<file path="config.mk">
export PLATFORM = sky130hd
export DESIGN_NAME = dat_walker
export DESIGN_NICKNAME = d
export VERILOG_FILES = /design/src/rtl/dat_pkg.sv /design/src/rtl/dat_start_check.sv /design/src/rtl/dat_entry_eval.sv /design/src/rtl/dat_walker.sv
export SDC_FILE = /design/constraint.sdc
export NUM_CORES = 1
export LEC_CHECK = 0
export BUFFER_PORTS_ARGS = -buffer_cell sky130_fd_sc_hd__buf_4
export CORE_ASPECT_RATIO = 0.5
export CORE_MARGIN = 2
export CORE_UTILIZATION = 50
export CTS_CLUSTER_DIAMETER = 100
export DETAILED_ROUTE_END_ITERATION = 12
export PLACE_DENSITY = 0.85
export RECOVER_POWER = 100
export SETUP_SLACK_MARGIN = 0.05
export SYNTH_ARGS = -nofsm -noshare
export SYNTH_HDL_FRONTEND = slang
export SYNTH_SLANG_ARGS = --single-unit
</file>
<file path="constraint.sdc">
create_clock -name clk -period 9.6 [get_ports clk]
set_clock_uncertainty 0.15 [all_clocks]
set_input_delay 0.96 -clock clk [delete_from_list [all_inputs] [get_ports clk]]
set_output_delay 0.96 -clock clk [all_outputs]
set_load 0.005 [all_outputs]
</file>
<file path="src/rtl/dat_pkg.sv">
package dat_pkg;
    localparam int AW     = 64;
    localparam int IDX_W  = 11;
    localparam int N_IDX  = 4;
    localparam int PX_W   = 8;
    localparam int BX_W   = 12;
    localparam int PG_SH  = 12;
    localparam int PT_SH  = 11;
    localparam int ENT_SH = 3;
    localparam int RFR_LO = AW - 33;
    localparam int SFR_LO = AW - 44;

    typedef enum logic [3:0] {
        EXC_NONE      = 4'd0,
        EXC_R1_TRANS  = 4'd1,
        EXC_R2_TRANS  = 4'd2,
        EXC_R3_TRANS  = 4'd3,
        EXC_SEG_TRANS = 4'd4,
        EXC_PG_TRANS  = 4'd5,
        EXC_TYPE      = 4'd6,
        EXC_SPEC      = 4'd7,
        EXC_PROT      = 4'd8,
        EXC_MEM_FAULT = 4'd9
    } exc_e;

    typedef enum logic [2:0] {
        LV_R1   = 3'd0,
        LV_R2   = 3'd1,
        LV_R3   = 3'd2,
        LV_SEG  = 3'd3,
        LV_PAGE = 3'd4
    } level_e;

    typedef enum logic [1:0] {
        ST_IDLE,
        ST_ISSUE,
        ST_WAIT,
        ST_DONE
    } state_e;

    function automatic logic [IDX_W-1:0] idx_of(input logic [AW-1:0] va, input int k);
        return va[AW-1-IDX_W*k -: IDX_W];
    endfunction

    function automatic exc_e trans_exc(input level_e l);
        return exc_e'({1'b0, l} + 4'd1);
    endfunction
endpackage

</file>
<file path="src/rtl/dat_start_check.sv">
module dat_start_check
    import dat_pkg::*;
(
    input  logic [AW-1:0] va,
    input  logic [AW-1:0] asce,
    output level_e        lvl,
    output exc_e          exc,
    output logic [AW-1:0] ptr
);
    logic [IDX_W-1:0] sidx;
    logic             hi_nz;
    logic             unused_bits;

    assign unused_bits = ^{asce[11:4]};

    always_comb begin
        lvl   = level_e'(3'd3 - {1'b0, asce[3:2]});
        sidx  = idx_of(va, int'(lvl));
        hi_nz = 1'b0;
        for (int k = 0; k < N_IDX - 1; k++) begin
            if (k < int'(lvl) && idx_of(va, k) != '0) hi_nz = 1'b1;
        end
        if (hi_nz)
            exc = EXC_TYPE;
        else if (sidx[IDX_W-1 -: 2] > asce[1:0])
            exc = trans_exc(lvl);
        else
            exc = EXC_NONE;
        ptr = {asce[AW-1:PG_SH], {PG_SH{1'b0}}} + AW'({sidx, {ENT_SH{1'b0}}});
    end
endmodule

</file>
<file path="src/rtl/dat_entry_eval.sv">
module dat_entry_eval
    import dat_pkg::*;
(
    input  level_e        lvl,
    input  logic [AW-1:0] entry,
    input  logic [AW-1:0] va,
    input  logic          priv,
    input  logic          en1,
    input  logic          en2,
    output exc_e          exc,
    output logic          last,
    output logic [AW-1:0] next,
    output logic          prot_hit
);
    logic [IDX_W-1:0] nidx;
    logic [1:0]       ntop;

    always_comb begin
        exc      = EXC_NONE;
        last     = 1'b0;
        next     = '0;
        prot_hit = 1'b0;
        nidx     = '0;
        ntop     = '0;
        unique case (lvl)
            LV_R1, LV_R2, LV_R3: begin
                nidx = idx_of(va, int'(lvl) + 1);
                ntop = nidx[IDX_W-1 -: 2];
                if (entry[5])
                    exc = trans_exc(lvl);
                else if (entry[3:2] != 2'(3'd3 - lvl))
                    exc = EXC_SPEC;
                else if (lvl == LV_R3 && en2 && entry[4] && priv)
                    exc = EXC_SPEC;
                else if (lvl == LV_R3 && en2 && entry[10]) begin
                    last     = 1'b1;
                    prot_hit = entry[9];
                    next     = {entry[AW-1:RFR_LO], va[RFR_LO-1:0]};
                end else if (ntop < entry[7:6] || ntop > entry[1:0])
                    exc = trans_exc(level_e'(lvl + 3'd1));
                else begin
                    prot_hit = en1 & entry[9];
                    next = {entry[AW-1:PG_SH], {PG_SH{1'b0}}} + AW'({nidx, {ENT_SH{1'b0}}});
                end
            end
            LV_SEG: begin
                if (entry[5])
                    exc = EXC_SEG_TRANS;
                else if (entry[3:2] != 2'd0)
                    exc = EXC_SPEC;
                else if (entry[4] && priv)
                    exc = EXC_SPEC;
                else if (entry[10] && en1) begin
                    last     = 1'b1;
                    prot_hit = entry[9];
                    next     = {entry[AW-1:SFR_LO], va[SFR_LO-1:0]};
                end else begin
                    prot_hit = entry[9];
                    next = {entry[AW-1:PT_SH], {PT_SH{1'b0}}}
                         + AW'({va[PG_SH+PX_W-1:PG_SH], {ENT_SH{1'b0}}});
                end
            end
            LV_PAGE: begin
                if (entry[10])
                    exc = EXC_PG_TRANS;
                else if (entry[11] || (entry[8] && !en1))
                    exc = EXC_SPEC;
                else begin
                    last     = 1'b1;
                    prot_hit = entry[9];
                    next     = {entry[AW-1:BX_W], va[BX_W-1:0]};
                end
            end
            default: exc = EXC_SPEC;
        endcase
    end
endmodule

</file>
<file path="src/rtl/dat_walker.sv">
module dat_walker
    import dat_pkg::*;
(
    input  logic          clk,
    input  logic          rst_n,
    input  logic          req_valid,
    output logic          req_ready,
    input  logic [63:0]   req_va,
    input  logic [63:0]   req_asce,
    input  logic          req_write,
    input  logic          big_seg_en,
    input  logic          big_reg_en,
    output logic          mem_req_valid,
    input  logic          mem_req_ready,
    output logic [63:0]   mem_req_addr,
    input  logic          mem_rsp_valid,
    input  logic [63:0]   mem_rsp_data,
    input  logic          mem_rsp_err,
    output logic          done,
    output logic [3:0]    xlat_exc,
    output logic [63:0]   xlat_addr,
    output logic          xlat_prot
);
    state_e        state, state_nx;
    level_e        lvl_q;
    logic [AW-1:0] ptr_q, va_q, addr_q;
    logic          priv_q, wr_q, en1_q, en2_q, prot_q;
    exc_e          exc_q;

    level_e        st_lvl;
    exc_e          st_exc;
    logic [AW-1:0] st_ptr;
    exc_e          ev_exc;
    logic          ev_last, ev_prot;
    logic [AW-1:0] ev_next;

    logic accept, real_sp, rsp_end;

    dat_start_check u_start (
        .va   (req_va),
        .asce (req_asce),
        .lvl  (st_lvl),
        .exc  (st_exc),
        .ptr  (st_ptr)
    );

    dat_entry_eval u_eval (
        .lvl      (lvl_q),
        .entry    (mem_rsp_data),
        .va       (va_q),
        .priv     (priv_q),
        .en1      (en1_q),
        .en2      (en2_q),
        .exc      (ev_exc),
        .last     (ev_last),
        .next     (ev_next),
        .prot_hit (ev_prot)
    );

    assign accept  = (state == ST_IDLE) && req_valid;
    assign real_sp = req_asce[5];
    assign rsp_end = mem_rsp_err || (ev_exc != EXC_NONE) || ev_last;

    always_comb begin
        state_nx = state;
        unique case (state)
            ST_IDLE:  if (req_valid) state_nx = (real_sp || st_exc != EXC_NONE) ? ST_DONE : ST_ISSUE;
            ST_ISSUE: if (mem_req_ready) state_nx = ST_WAIT;
            ST_WAIT:  if (mem_rsp_valid) state_nx = rsp_end ? ST_DONE : ST_ISSUE;
            ST_DONE:  state_nx = ST_IDLE;
        endcase
    end

    always_ff @(posedge clk or negedge rst_n) begin
        if (!rst_n) state <= ST_IDLE;
        else        state <= state_nx;
    end

    always_ff @(posedge clk or negedge rst_n) begin
        if (!rst_n) begin
            lvl_q  <= LV_R1;
            ptr_q  <= '0;
            va_q   <= '0;
            addr_q <= '0;
            priv_q <= 1'b0;
            wr_q   <= 1'b0;
            en1_q  <= 1'b0;
            en2_q  <= 1'b0;
            prot_q <= 1'b0;
            exc_q  <= EXC_NONE;
        end else if (accept) begin
            va_q   <= req_va;
            priv_q <= req_asce[8];
            wr_q   <= req_write;
            en1_q  <= big_seg_en;
            en2_q  <= big_reg_en;
            prot_q <= 1'b0;
            exc_q  <= EXC_NONE;
            addr_q <= '0;
            if (real_sp)
                addr_q <= req_va;
            else if (st_exc != EXC_NONE)
                exc_q <= st_exc;
            else begin
                ptr_q <= st_ptr;
                lvl_q <= st_lvl;
            end
        end else if (state == ST_WAIT && mem_rsp_valid) begin
            if (mem_rsp_err)
                exc_q <= EXC_MEM_FAULT;
            else if (ev_exc != EXC_NONE)
                exc_q <= ev_exc;
            else if (ev_last) begin
                addr_q <= ev_next;
                prot_q <= prot_q | ev_prot;
                exc_q  <= (wr_q && (prot_q || ev_prot)) ? EXC_PROT : EXC_NONE;
            end else begin
                ptr_q  <= ev_next;
                lvl_q  <= level_e'(lvl_q + 3'd1);
                prot_q <= prot_q | ev_prot;
            end
        end
    end

    assign req_ready     = (state == ST_IDLE);
    assign done          = (state == ST_DONE);
    assign mem_req_valid = (state == ST_ISSUE);
    assign mem_req_addr  = ptr_q;
    assign xlat_exc      = exc_q;
    assign xlat_addr     = addr_q;
    assign xlat_prot     = prot_q;

    p_real_bypass_r1: assert property (@(posedge clk) disable iff (!rst_n)
        req_ready && req_valid && req_asce[5] |=> done && xlat_exc == 4'd0 && xlat_addr == $past(req_va));

    p_aligned_r3: assert property (@(posedge clk) disable iff (!rst_n)
        mem_req_valid |-> mem_req_addr[2:0] == 3'd0);

    p_write_prot_r10: assert property (@(posedge clk) disable iff (!rst_n)
        done && xlat_exc == 4'd0 && wr_q |-> !xlat_prot);

    p_mem_fault_r11: assert property (@(posedge clk) disable iff (!rst_n)
        state == ST_WAIT && mem_rsp_valid && mem_rsp_err |=> done && xlat_exc == 4'd9);

    p_done_pulse_r12: assert property (@(posedge clk) disable iff (!rst_n)
        done |=> !done && req_ready);

    p_req_hold_r12: assert property (@(posedge clk) disable iff (!rst_n)
        mem_req_valid && !mem_req_ready |=> mem_req_valid && $stable(mem_req_addr));
endmodule

</file>
==> metrics.md <==
| Metric | Value |
|---|---|
| Worst setup SP type | `flip-flop` |
| Die H | `142 um` |
| Failing checks | `max-capacitance violations, max-slew violations` |
| Fmax | `114 MHz` |
| Worst min path class | `reg -> reg` |
| Wirelength per Cell | `27.1 um` |
| Initial DRC Count | `3439` |
| Fin crit share | `0.914` |
| Clock Tree Root | `clkbuf_16` |
| Detail Route Antenna Nets | `0` |
| First-pass GRT wire length | `117000 um` |
| Global Route Usage Sum | `0.390` |
| Total setup buffers inserted after CTS | `0` |
| Post-route DRC | `0` |
| Fill cells | `3177` |
| Cell Rows | `50` |
| Initial Utilization | `0.507` |
| Post-synth top area share | `0.272` |
| Largest net degree at the start of global routing | `80` |
| Cell taking the most area after synthesis | `dfrtp_1` |
| I/O Buffers | `330` |
| Die area | `39500 um^2` |
| Synthesized instance count | `2167` |
| Tmin final | `8.77 ns` |
| CP top delay family | `compound AO/OA/AOI/OAI gates` |
| Clock Latency Late Sink | `0.54 ns` |
| Commonest non-fill, non-tap cell in the layout | `nand2_1` |
| Crit path capture type | `flip-flop` |
| Vias in the first global route | `18300` |
| Die width | `279 um` |
| TritonCTS clock tree | `yes` |
| Seq cells post-synth | `206` |
| Final Hold Viols | `0` |
| Area Growth Syn to Fin | `18.0%` |
| GR peak layer | `met2` |
| Met3 Track Usage GR | `0.112` |
| Critical Path Fanout Max | `54` |
| Data arrival, critical path | `9.04 ns` |
| Sequential area share after synthesis | `0.272` |
| CP cell instances | `ha_1 -> ha_1 -> inv_1 -> ha_1 -> ha_1 -> inv_1 -> ha_1 -> ha_1 -> fa_1 -> clkinv_1 -> nor2_1 -> and2_1 -> o32a_4 -> o311ai_2 -> inv_1 -> ha_1 -> nor2b_1 -> inv_1 -> a221oi_1 -> nor2_1 -> a311oi_1 -> o21ai_2 -> buf_12 -> o22a_1` |
| Total CTS buffers | `23` |
| Ys flop type | `dfrtp_1` |
| Post-synth EDFFs | `0` |
| Nets | `2638` |
| Vias | `20300` |
| Antenna violations before repair | `3` |
| CTS H-tree depth | `1` |
| Met2 Resource Use GR | `0.570` |
| Buf/Inv on CP | `6` |
| Ys Warns | `0` |
| GRT met1 Usage | `0.531` |
| Mean post-synth cell area | `8.74 um^2` |
| Ys async rst share | `1.00` |
| Netlist Area Pre-Place | `18900 um^2` |
| Hold-fix buffers, CTS | `0` |
| Final WL | `79100 um` |
| Relative slew slack | `-1.81` |
| Vias per cell | `6.96` |
| Layout cells sized above 1 | `0.228` |
| Core area | `37300 um^2` |
| Most used cell, CP | `ha_1` |
| RSZ-0062 raised after global routing | `no` |
| Gr ovfl total | `0` |
| First-pass iteration count of the detailed router | `7` |
| Routability Congestion | `1.09` |
| Setup violators final | `0` |
| Syn nets | `2401` |
| Slew Limit Fails | `357` |
| Critical path's largest stage delay | `1.05 ns` |
| Boundary Pins | `337` |
| Max Cap Viol | `6` |
| Post_cts resized | `0` |
| Setup TNS | `0 ns` |
| CTS max path bufs | `3` |
| Status | `complete, but fails checks` |
| CTS sink count | `206` |
| Worst slew pin tran | `4.21 ns` |
| Post-DP HPWL | `59900 um` |
| Clk pin slew, worst setup/hold paths | `0.06 ns` |
| Most frequent cells in the layout | `nand2_1, buf_4, dfrtp_1` |
| Finished Core Util | `0.598` |
| Top cells by area, synth | `dfrtp_1, mux4_2, nand2_1` |
| Critical path class | `reg -> reg` |
| Netlist cell types | `84` |
| CP max stage cell | `o311ai_2` |
| Required @ worst endpoint | `9.86 ns` |
## per-stage QoR
stage / instances / hold WS, ns / setup slack (ns) / instance area [um^2]
after floorplan: 2167 / 0.295 / 1.89 / 18900
after global placement: 2873 / 0.326 / 1.63 / 21700
after detailed placement: 2873 / 0.331 / 1.49 / 21700
after CTS: 2914 / 0.262 / 1.40 / 22600
after global routing: 2914 / 0.353 / 0.483 / 22300
final: 2916 / 0.342 / 0.826 / 22300
## kinds of logic after synthesis
| family | count (synthesis) | share of synthesized area |
|---|---|---|
| compound gates | 511 | 0.194 |
| buf+inv | 208 | 0.0484 |
| flops | 206 | 0.272 |
| fa+ha+maj | 33 | 0.0230 |
| mux | 233 | 0.214 |
| xor+xnor | 72 | 0.0333 |
| simple gates | 904 | 0.215 |
## per-layer routing
metal	routed length (um)	part of all wire	up-vias
met5	13	0.00016	-
met4	4980	0.063	2
met3	11000	0.14	302
met2	33500	0.42	1586
met1	29600	0.37	9784
li1	-	-	8608
## cell type report
class | instances | area, um^2 | area share
clock buffer | 28 | 614 | 0.0275
sequential | 206 | 5150 | 0.231
tap | 494 | 618 | 0.0277
inverter | 46 | 173 | 0.00773
clock inverter | 13 | 236 | 0.0106
timing repair buffer | 374 | 2660 | 0.119
antenna | 2 | 5.00 | 0.000224
multi-input combinational | 1753 | 12900 | 0.576
## flip-flops by register name, indices dropped and copies added (netlist names)
signal / cells
va_q: 64
en2_q: 1
en1_q: 1
xlat_prot: 1
wr_q: 1
mem_req_addr: 64
state: 2
lvl_q: 3
xlat_addr: 64
priv_q: 1
xlat_exc: 4
## worst reg2reg max path: stages (launching register included)
cell and delay [ns]:
dfrtp_1 0.64, ha_1 0.36, ha_1 0.35, inv_1 0.13, ha_1 0.32, ha_1 0.27
inv_1 0.04, ha_1 0.29, ha_1 0.24, fa_1 0.63, clkinv_1 0.25, nor2_1 0.09
and2_1 0.17, o32a_4 0.38, o311ai_2 1.05, inv_1 0.13, ha_1 0.25, nor2b_1 0.18
inv_1 0.05, a221oi_1 0.35, nor2_1 0.20, a311oi_1 0.78, o21ai_2 0.66, buf_12 0.43
o22a_1 0.25
## synthesized netlist by cell type, drive strengths merged, types with 25 or more instances
master,instances
nand2,431
dfrtp,206
nor2,187
mux4,135
clkbuf,95
a31oi,84
o21ai,78
a21oi,76
mux2i,73
buf,67
o22a,55
nand3,51
nor3,46
and3,43
inv,42
xor2,37
xnor2,35
a22oi,33
ha,30
and2,25
mux2,25
## worst paths after layout
| path | start | to | slack [ns] | depth (start not counted) |
|---|---|---|---|---|
| max reg2reg | lvl_q[0] | xlat_addr[56] | 0.83 | 24 |
| min | xlat_addr[20] | xlat_addr[20] | 0.34 | 1 |
| min reg2reg | xlat_addr[20] | xlat_addr[20] | 0.34 | 1 |
| max in group asynchronous | rst_n | mem_req_addr[15] | 2.57 | 2 |
| min in group asynchronous | rst_n | xlat_prot | 1.43 | 1 |
| max | lvl_q[0] | xlat_addr[56] | 0.83 | 24 |
Power is not shown: default switching activity piles up to over one toggle a cycle in this logic, so the estimate is an artifact.
